### src/rtl/victim_buffer.sv
module victim_buffer #(
  parameter int ENTRIES = 8,
  parameter int ADDR_W  = 8,
  parameter int DATA_W  = 16
) (
  input  logic              clk,
  input  logic              rst_n,
  input  logic              ins_valid,
  input  logic [ADDR_W-1:0] ins_addr,
  input  logic [DATA_W-1:0] ins_data,
  input  logic              probe_valid,
  input  logic [ADDR_W-1:0] probe_addr,
  output logic              probe_hit,
  output logic [DATA_W-1:0] probe_data,
  input  logic              swap_valid,
  input  logic [ADDR_W-1:0] swap_addr,
  input  logic [DATA_W-1:0] swap_data
);
  localparam int IDX_W = (ENTRIES > 1) ? $clog2(ENTRIES) : 1;

  logic [ENTRIES-1:0] vld;
  logic [ADDR_W-1:0]  tag_q [ENTRIES];
  logic [DATA_W-1:0]  dat_q [ENTRIES];
  logic [IDX_W-1:0]   vptr;

  logic [ENTRIES-1:0] pmatch, imatch;
  logic [IDX_W-1:0]   pidx, iidx, fidx;
  logic               ihit, has_free;

  always_comb begin
    pidx = '0; iidx = '0; fidx = '0; has_free = 1'b0;
    for (int i = ENTRIES - 1; i >= 0; i--) begin
      pmatch[i] = vld[i] && (tag_q[i] == probe_addr);
      imatch[i] = vld[i] && (tag_q[i] == ins_addr);
      if (pmatch[i]) pidx = IDX_W'(i);
      if (imatch[i]) iidx = IDX_W'(i);
      if (!vld[i]) begin fidx = IDX_W'(i); has_free = 1'b1; end
    end
  end

  assign ihit       = |imatch;
  assign probe_hit  = probe_valid && |pmatch;
  assign probe_data = dat_q[pidx];

  always_ff @(posedge clk) begin
    if (!rst_n) begin
      vld  <= '0;
      vptr <= '0;
    end else if (probe_valid) begin
      if (probe_hit) begin
        if (swap_valid) begin
          tag_q[pidx] <= swap_addr;
          dat_q[pidx] <= swap_data;
        end else begin
          vld[pidx] <= 1'b0;
        end
      end
    end else if (ins_valid) begin
      if (ihit) begin
        dat_q[iidx] <= ins_data;
      end else if (has_free) begin
        vld[fidx]   <= 1'b1;
        tag_q[fidx] <= ins_addr;
        dat_q[fidx] <= ins_data;
      end else begin
        tag_q[vptr] <= ins_addr;
        dat_q[vptr] <= ins_data;
        vptr <= (vptr == IDX_W'(ENTRIES - 1)) ? '0 : vptr + 1'b1;
      end
    end
  end

  AST_SINGLE_MATCH: assert property (@(posedge clk) disable iff (!rst_n)
    $onehot0(pmatch));
  AST_MISS_STABLE: assert property (@(posedge clk) disable iff (!rst_n)
    probe_valid && !probe_hit |=> $stable(vld));
  AST_HIT_VACATES: assert property (@(posedge clk) disable iff (!rst_n)
    probe_hit && !swap_valid |=> $countones(vld) == $countones($past(vld)) - 1);
  AST_SWAP_KEEPS: assert property (@(posedge clk) disable iff (!rst_n)
    probe_hit && swap_valid |=> $countones(vld) == $countones($past(vld)));
  AST_INSERT_FILLS: assert property (@(posedge clk) disable iff (!rst_n)
    ins_valid && !probe_valid && !ihit && !(&vld)
    |=> $countones(vld) == $countones($past(vld)) + 1);
  AST_FULL_STAYS: assert property (@(posedge clk) disable iff (!rst_n)
    ins_valid && !probe_valid && (&vld) |=> (&vld));
endmodule

### config.mk
export PLATFORM = sky130hd
export DESIGN_NAME = victim_buffer
export DESIGN_NICKNAME = d
export VERILOG_FILES = /design/src/rtl/victim_buffer.sv
export SDC_FILE = /design/constraint.sdc
export NUM_CORES = 1
export LEC_CHECK = 0
export BUFFER_PORTS_ARGS = -buffer_cell sky130_fd_sc_hd__buf_2
export CAP_MARGIN = 20
export CORE_MARGIN = 1.5
export CORE_UTILIZATION = 42
export DETAILED_ROUTE_END_ITERATION = 7
export GPL_ROUTABILITY_DRIVEN = 1
export RECOVER_POWER = 25
export SYNTH_ARGS = -nofsm -noshare
export SYNTH_HDL_FRONTEND = slang
export SYNTH_SLANG_ARGS = --single-unit
### constraint.sdc
create_clock -name clk -period 5.4 [get_ports clk]
set_clock_uncertainty 0.05 [all_clocks]
set_input_delay 1.62 -clock clk [delete_from_list [all_inputs] [get_ports clk]]
set_output_delay 1.62 -clock clk [all_outputs]
set_load 0.01 [all_outputs]
## Word-level counts from Yosys, hierarchy flattened

Memory sizes are Yosys's and may differ from the RTL's.
Cells that the tools add are included.

| cells by class | value |
|---|---|
| multiplexer cells | 80 |
| $lt $le $gt $ge | 4 |
| bitwise gates (word level) | 6 |
| $add $sub $neg | 1 |
| eq/ne operators | 20 |
| reduce and logical (&&, ||, !) cells | 30 |

Operators by type and width:

| cell | count |
|---|---|
| 8-bit == test | 16 |
| 3-bit two-way mux | 30 |
| 8-bit two-way mux | 8 |
| 16-bit two-way mux | 3 |
| 16-bit OR reduction | 3 |
| 1-bit two-way mux | 37 |
| 8-bit OR reduction | 4 |
| 1-bit logical AND | 19 |
| 8-bit bitwise AND | 1 |
| 3-bit by 4-bit < comparator with 1-bit output (second input constant) | 2 |
| 8-bit inverter | 1 |
| 8-bit OR | 1 |
| 1-bit demux with 3-bit select | 2 |
| 3-bit by 1-bit greater-or-equal comparator with 1-bit output (second input constant) | 2 |
| 5-bit AND reduction | 1 |
| 2-bit inequality test (second input constant) | 2 |
| 4-bit AND reduction | 1 |
| 2-bit nonzero test | 2 |
| 3-bit by 1-bit adder with 3-bit output (second input constant) | 1 |
| 3-bit == test (second input constant) | 1 |
| 1-bit inverter | 3 |
| 2-bit by 1-bit inequality test with 1-bit output (second input constant) | 1 |

| word-level totals | value |
|---|---|
| output and inout bits | 17 |
| memory bits (writable) | 192 |
| memories | 2 |
| input bits | 61 |
| flip-flop bits (word level) | 11 |
| logic and storage cells | 145 |

Memories:

| name | depth | bits a word | read ports | clocked after memory_dff | wr ports | RTL line | text |
|---|---|---|---|---|---|---|---|
| dat_q | 8 | 16 | 1 | 0 | 1 | 23 | `logic [DATA_W-1:0] dat_q [ENTRIES];` |
| tag_q | 8 | 8 | 8 | 0 | 1 | 22 | `logic [ADDR_W-1:0] tag_q [ENTRIES];` |

## Depth between registers and ports, before layout

Gate-level depths: netlist of run 1.

| depth | value |
|---|---|
| word-level depth | 19 |
| gate-level depth with buffers | 12 |
| depth with buffers taken out | 9 |

## Worst setup path before layout of run 1

Ideal clock, no wire load.

| timing | value |
|---|---|
| kind | input to output |
| from | in probe_addr[5] |
| to | out probe_data[11] |
| cell stages on the path | 10 |
| path slack | 0.053 ns |
| path buffers | 1 |
| arrival time | 3.677 ns |
| data required time | 3.730 ns |
| cell sequence | buf_4 -> xnor2_1 -> nand3_1 -> nor3_1 -> mux2_2 -> and2_1 -> a22oi_1 -> o21ai_0 -> a221o_1 -> a221o_1 |

| between the ends | value |
|---|---|
| longest elaborated chain between the ends | 11 |
| elaborated cells on any way between the ends | 25 |
| those cells by class | 8 x eq/ne; 8 x mux; 8 x reduce/logical; 1 x memory |

Ends and longest elaborated chain:

| element | RTL line | text |
|---|---|---|
| start, declared | 12 | `input logic [ADDR_W-1:0] probe_addr,` |
| 8-bit == test | 33 | `pmatch[i] = vld[i] && (tag_q[i] == probe_addr);` |
| 1-bit logical AND | 33 |  |
| 3-bit two-way mux (7 in series) | 35 | `if (pmatch[i]) pidx = IDX_W'(i);` |
| 3-bit two-way mux * | 35 |  |
| memory 8 x 16 bit * | -- |  |
| end, declared | 14 | `output logic [DATA_W-1:0] probe_data,` |

Mark *: on every way between the ends. The rest lies on a longest branch, timed or not.

## Worst setup path after layout of run 1

| timing | value |
|---|---|
| from | in probe_addr[6] |
| to | out probe_data[2] |

The elaborated chain is that of the path after synthesis.

==> results of run 1 <==
==> per-stage QoR <==
stage / area [µm²] / utilization (%) / TNS, ns / total power [W] / setup slack (ns)
2_1_floorplan: 9732 / - / 0 / 0.001901 / 0.05292
3_3_place_gp: 11290 / 49.70 / -7.022 / 0.001993 / -0.7734
3_5_place_dp: 11290 / 49.70 / -6.975 / 0.001996 / -0.7254
4_1_cts: 12650 / 55.72 / -3.011 / 0.003526 / -0.2224
5_1_grt: 13240 / 58.29 / -3.789 / 0.003628 / -0.2767
6_report: 13240 / 58.29 / -2.182 / 0.003524 / -0.1850
==> critical path, stage by stage <==
cell	delay [ns]
buf_12	0.14
xnor2_4	0.17
nand3_2	0.11
or3_4	0.43
a21oi_2	0.15
nor2_2	0.06
o21ai_2	0.15
buf_4	0.14
nor3_4	0.05
buf_6	0.14
a221o_1	0.35
a221o_1	0.27
buf_2	0.14
==> layer usage <==
| layer | part of all wire (%) | vias to the layer above | wire (µm) |
|---|---|---|---|
| li1 | - | 3299 | - |
| met1 | 46 | 3541 | 12970 |
| met2 | 45 | 266 | 12530 |
| met3 | 7.1 | 48 | 2000 |
| met4 | 2.3 | 0 | 647 |
| met5 | 0 | - | 0 |
==> synth_stat cells (4+ instances only) <==
cell type | instances | share of area (%)
clkbuf_1 | 9 | 0.35
edfxtp_1 | 192 | 59
inv_1 | 6 | 0.23
nor3_2 | 5 | 0.51
buf_4 | 9 | 0.69
a21oi_1 | 14 | 0.72
and3_1 | 5 | 0.32
nand2b_1 | 4 | 0.26
nand3_1 | 32 | 1.6
xnor2_1 | 113 | 10
dfxtp_1 | 11 | 2.3
or3_1 | 9 | 0.58
nand2_1 | 114 | 4.4
a211oi_1 | 4 | 0.31
a31oi_1 | 6 | 0.39
mux2_1 | 8 | 0.93
and2_1 | 5 | 0.32
nor2_1 | 36 | 1.4
buf_2 | 14 | 0.72
a221o_1 | 14 | 1.4
o21ai_0 | 7 | 0.36
xor2_1 | 15 | 1.4
nor2b_1 | 4 | 0.26
a22oi_1 | 20 | 1.5
a211o_1 | 5 | 0.45
mux2i_1 | 14 | 1.4
nor4_1 | 7 | 0.45
nor3_1 | 21 | 1.1
nand4_1 | 24 | 1.5
o21a_1 | 5 | 0.39
o211ai_1 | 7 | 0.54
==> power by group through the flow <==
stage | clock (W) | sequential, W | combinational, W
2_1_floorplan | 0 | 0.00178 | 0.000124
3_3_place_gp | 0 | 0.00178 | 0.000214
3_5_place_dp | 0 | 0.00178 | 0.000216
4_1_cts | 0.00153 | 0.00175 | 0.000244
5_1_grt | 0.00159 | 0.00175 | 0.000291
6_report | 0.00151 | 0.00175 | 0.000270
==> kinds of logic (layout without fill, tap and decap cells) <==
group | count (synthesis) | after routing | synth area share (%)
AO/OA/AOI/OAI | 101 | 101 | 8.100
flip-flops | 203 | 203 | 61.51
adder cells (fa/ha/maj) | 2 | 2 | 0.2571
buffers and inverters | 40 | 255 | 2.147
XOR/XNOR | 128 | 128 | 11.52
AND/OR/NAND/NOR | 278 | 278 | 13.87
multiplexers | 24 | 24 | 2.597
==> sequential cells by signal, summed over array words and instances, names as in the netlist <==
| name | cells |
|---|---|
| vld | 8 |
| dat_q | 128 |
| tag_q | 64 |
| vptr | 3 |
==> worst min-delay path by stage <==
| stage | slack, ns | depth (start not counted) | from | end |
|---|---|---|---|---|
| finish | 0.44 | 2 | vptr[0] | vptr[0] |
| global route | 0.47 | 2 | vptr[0] | vptr[0] |
| CTS | 0.44 | 2 | vptr[0] | vptr[0] |
| detailed placement | 0.43 | 2 | vptr[0] | vptr[0] |
| global placement | 0.43 | 2 | vptr[0] | vptr[0] |
| floorplan | 0.41 | 2 | vptr[0] | vptr[0] |
==> cell type report <==
class,count,area share (%)
Inverter,6,0.1701
Clock inverter,14,1.002
Sequential cell,203,45.22
Multi-Input combinational cell,533,33.53
Timing Repair Buffer,207,12.90
Clock buffer,28,4.490
Tap cell,285,2.694
==> what timing repair did <==
item                       4_1_cts  5_1_grt
gates cloned                     1        1
setup endpoints to repair       16       16
pin swaps                       36       39
setup buffers                    8       10
gates resized for setup        112       72
==> flow_metrics.env, run 1 <==
export IMPL_run_status="finished, violations left"
export IMPL_violations="negative setup slack"
export IMPL_fmax_mhz=179.1
export IMPL_grt_max_degree=20
export IMPL_drcViolationCount=0
export IMPL_combPwrFrac_pct=7.7
export IMPL_use_met1_pct=35.82
export IMPL_rr_endpoint="dat_q[7][13]"
export IMPL_drtIter0Drc=468
export IMPL_timing_rr_start="tag_q[6][7]"
export IMPL_syn_area_um2=9732
export IMPL_power_density_nw_per_um2=266.2
export IMPL_clockPowerShare_pct=42.8
export IMPL_synth_main_ff_cell="edfxtp_1"
export IMPL_rsz0062_at_grt="yes"
export IMPL_dieHeight_um=155.2
export IMPL_grt_ovfl_total=0
export IMPL_initial_core_util_pct=42.85
export IMPL_place_congestion=0.8891
export IMPL_avgSynthCellArea_um2=12.54
export IMPL_netlist_instances=776
export IMPL_startpoint="probe_addr[6]"
export IMPL_cts_buffer_depth=3
export IMPL_floorplan_die_width_um=155.2
export IMPL_multiInputGateArea_um2=4438
export IMPL_yosysUniqueCellTypes=61
export IMPL_drt_first_pass_iters=5
export IMPL_viasPerCell=5.607
export IMPL_crit_arrival_ns=3.92
export IMPL_p_int_w=0.002746
export IMPL_fin_ws_ns=-0.1850
export IMPL_drive_gt1_share_pct=35.52
export IMPL_fin_nets=1037
export IMPL_post_dp_hpwl_um=20180
export IMPL_ys_seq_area_share_pct=61.51
export IMPL_place_inst=1216
export IMPL_period_share_pct=103.4
export IMPL_n_antenna_cell=0
export IMPL_antenna_found_initial=0
export IMPL_p_sw_share_pct=22.07
export IMPL_end_kind="primary output"
export IMPL_final_cell_count_no_fill=1276
export IMPL_holdBufCountCts=0
export IMPL_leakagePower_nw=4.817
export IMPL_layout_min_cycle_time_ns=5.585
export IMPL_worst_r2r_path_depth=15
export IMPL_ir_drop_mv=0.2427
export IMPL_hold_viol_final=0
export IMPL_numCtsBuffers=23
export IMPL_cts_tree="done"
export IMPL_synth_edf_count=192
export IMPL_finalSetupViolations=16
export IMPL_path_max_fanout=8
export IMPL_grt_pass1_vias=6978
export IMPL_drt_wirelength_per_cell_um=22.06
export IMPL_htree_levels=1
export IMPL_ff_latch_area_um2=5986
export IMPL_max_slew_margin_pct=22.17
export IMPL_grt_busiest_layer="met1"
export IMPL_io_buffers=77
export IMPL_track_usage_pct=23.77
export IMPL_synth_seq_cells=203
export IMPL_worstSetupStartpointType="input pin"
export IMPL_cp_data_required_time_ns=3.73
export IMPL_syn2layout_area_growth_pct=36.02
export IMPL_clk_latency_ns=0.52
export IMPL_grt_pass1_wl_um=42290
export IMPL_seqPwrFrac_pct=49.6
export IMPL_met2_usage_pct=35.79
export IMPL_ant_nets=0
export IMPL_ys_async_sr_fraction_pct=0
export IMPL_p_sw_w=0.0007776
export IMPL_die_area_um2=24090
export IMPL_layout_commonest_cell="edfxtp_1"
export IMPL_clk_pin_slew_ns=0.05
export IMPL_yosys_warnings=0
export IMPL_max_slew_worst_pin_slew_ns=1.167
export IMPL_rows=55
export IMPL_core_um2=22710
export IMPL_ios=78
export IMPL_holdWs_ns=0.4370
export IMPL_cts_sinks=203
export IMPL_vias=7154
export IMPL_cts_root_buffer="clkbuf_16"
export IMPL_fillers=1830
export IMPL_hp_class="flip-flop to flip-flop"
export IMPL_maxSlewViolCount=0
export IMPL_rrSetupSlack_ns=1.64
export IMPL_routed_wl_um=28150
export IMPL_crit_end="probe_data[2]"
export IMPL_worst_setup_path_type="input pin to primary output"
export IMPL_drv_cap=0
export IMPL_synth_nets=839
export IMPL_final_cell_mix="edfxtp_1, nand2_1, buf_4, buf_2, xnor2_1"
export IMPL_gr_usage_met3_pct=3.705
Note: power is estimated with default switching activity, not from simulation.
==> run 2: changes to the inputs <==
Settings changed: CELL_PAD_IN_SITES_DETAIL_PLACEMENT set to 1, CELL_PAD_IN_SITES_GLOBAL_PLACEMENT set to 2, CORE_UTILIZATION 42 to 38, PLACE_DENSITY_LB_ADDON set to 0.1.
==> run 2 against run 1 <==
  * The flow still finishes with violations (negative setup slack)
  * Combinational power barely moved
  * Cell count is 3.8% higher
  * Non-clock buffer count grew 4
  * Global-route usage increased by 1.2 points
  * Hold slack gained 0.035 ns
  * Clock power shrank 4%
  * Wire length up 15%
  * Largest cell class unchanged
  * Largest power group unchanged
  * Highest routed layer unchanged
==> flow_metrics.env, run 2 (same netlist as run 1, synthesis figures left out) <==
export IMPL_violations="negative setup slack"
export IMPL_grt_pass1_vias=7628
export IMPL_drtIter0Drc=496
export IMPL_drv_cap=0
export IMPL_period_share_pct=106.0
export IMPL_grt_ovfl_total=0
export IMPL_finalSetupViolations=16
export IMPL_grt_pass1_wl_um=48370
export IMPL_drt_wirelength_per_cell_um=24.50
export IMPL_p_total_w=0.003463
export IMPL_clk_latency_ns=0.51
export IMPL_cts_root_buffer="clkbuf_16"
export IMPL_layout_min_cycle_time_ns=5.722
export IMPL_rsz0062_at_grt="yes"
export IMPL_clk_pin_slew_ns=0.06
export IMPL_max_stage_delay_ns=0.39
export IMPL_final_cell_mix="edfxtp_1, buf_4, nand2_1, xnor2_1, buf_2"
export IMPL_post_dp_hpwl_um=23190
export IMPL_ir_drop_mv=0.2507
export IMPL_end_kind="primary output"
export IMPL_whs_path_depth=2
export IMPL_holdWs_ns=0.4722
export IMPL_path_cells="buf_12 > buf_8 > xnor2_4 > nand4_1 > or3_4 > o31a_1 > a221oi_4 > buf_6 > o21ai_4 > buf_6 > a211oi_2 > a31oi_2 > nand3_2 > buf_6"
export IMPL_final_cell_count_no_fill=1324
export IMPL_syn2layout_area_growth_pct=35.41
export IMPL_drcViolationCount=0
export IMPL_rrSetupSlack_ns=1.44
export IMPL_max_slew_margin_pct=47.56
export IMPL_cpMostUsedCell="buf_6"
export IMPL_cts_tree="done"
export IMPL_io_buffers=77
export IMPL_pre_cts_slack_ns=-0.7067
export IMPL_hp_class="flip-flop to flip-flop"
export IMPL_fin_nets=1042
export IMPL_drive_gt1_share_pct=36.72
export IMPL_path_max_fanout=6
export IMPL_fin_ws_ns=-0.3220
export IMPL_hold_viol_final=0
export IMPL_numCtsBuffers=23
export IMPL_layout_commonest_cell="edfxtp_1"
export IMPL_routed_wl_um=32440
export IMPL_run_status="finished, violations left"
export IMPL_n_antenna_cell=0
export IMPL_place_inst=1260
export IMPL_top_regs="dat_q x128, tag_q x64, vld x8"
export IMPL_worst_setup_path_type="input pin to primary output"
export IMPL_floorplan_die_width_um=163.0
export IMPL_place_area_um2=11260
export IMPL_dieHeight_um=163.0
export IMPL_die_area_um2=26580
export IMPL_place_congestion=0.8778
export IMPL_power_density_nw_per_um2=262.8
export IMPL_top_register="dat_q"
export IMPL_largest_register_ffs=128
export IMPL_holdBufCountCts=0
export IMPL_cp_data_required_time_ns=3.73
export IMPL_grt_max_degree=20
export IMPL_worstSetupStartpointType="input pin"
export IMPL_crit_slowest_cell="or3_4"
export IMPL_cts_sinks=203
export IMPL_fmax_mhz=174.8
export IMPL_ant_nets=0
export IMPL_ios=78
export IMPL_leakagePower_nw=4.801
export IMPL_track_usage_pct=24.94
export IMPL_maxSlewViolCount=0
export IMPL_rows=58
export IMPL_viasPerCell=5.449
export IMPL_max_slew_worst_pin_slew_ns=0.7867
export IMPL_initial_core_util_pct=38.65
export IMPL_vias=7214
export IMPL_drt_first_pass_iters=4
export IMPL_worst_r2r_path_depth=17
export IMPL_crit_arrival_ns=4.05
export IMPL_core_um2=25180
export IMPL_final_cell_area_um2=13180
export IMPL_htree_levels=1
export IMPL_cts_buffer_depth=3
export IMPL_antenna_found_initial=0
==> run 2: final timing paths <==
check | from | endpoint
max | probe_addr[1] | probe_data[15]
min | vptr[0] | vptr[0]
max reg2reg | tag_q[3][0] | dat_q[5][12]
min reg2reg | vptr[0] | vptr[0]
==> run 2: cell type report <==
class                      instances  area, µm²
tap                              330      412.9
multi-input combinational        534       4443
sequential                       203       5986
timing repair buffer             211       1638
inverter                           6      22.52
fill                            2543      12000
clock inverter                    10      73.82
clock buffer                      30      601.8
==> run 2: critical path: cells and delay by family <==
kind	cells	cell delay, ns
xor gates and xnor gates	1	0.19
AOI/OAI and AO/OA	5	0.90
buffers and inverters	5	0.68
and+or+nand+nor	3	0.65
==> run 2: layer usage <==
metal	part of all wire, %	global-route usage (%)	vias up
met4	2.1	5.880	0
met3	5.9	4.317	43
met5	0	0	-
li1	-	-	3297
met2	46	37.99	188
met1	47	36.98	3686
==> run 2: metrics by stage <==
step | TNS, ns | utilization (%)
2_1_floorplan | 0 | -
3_3_place_gp | -9.455 | 44.71
3_5_place_dp | -9.744 | 44.71
4_1_cts | -3.289 | 51.05
5_1_grt | -5.017 | 52.33
6_report | -3.700 | 52.33
==> run 2: report_power, final <==
group	internal, W	switching, W	total (W)
combinational	0.000116	0.000155	0.000271
sequential	0.00174	0.00000604	0.00175
clock	0.000828	0.000617	0.00145
total	0.00268	0.000778	0.00346
==> run 2: timing repair <==
action | in CTS | in global routing
resized for setup | 142 | 51
pin swaps | 42 | 22
gates cloned | 3 | 0
buffers inserted | 18 | 6
setup endpoints to repair | 16 | 16
endpoints found under the hold margin | 0 | 0
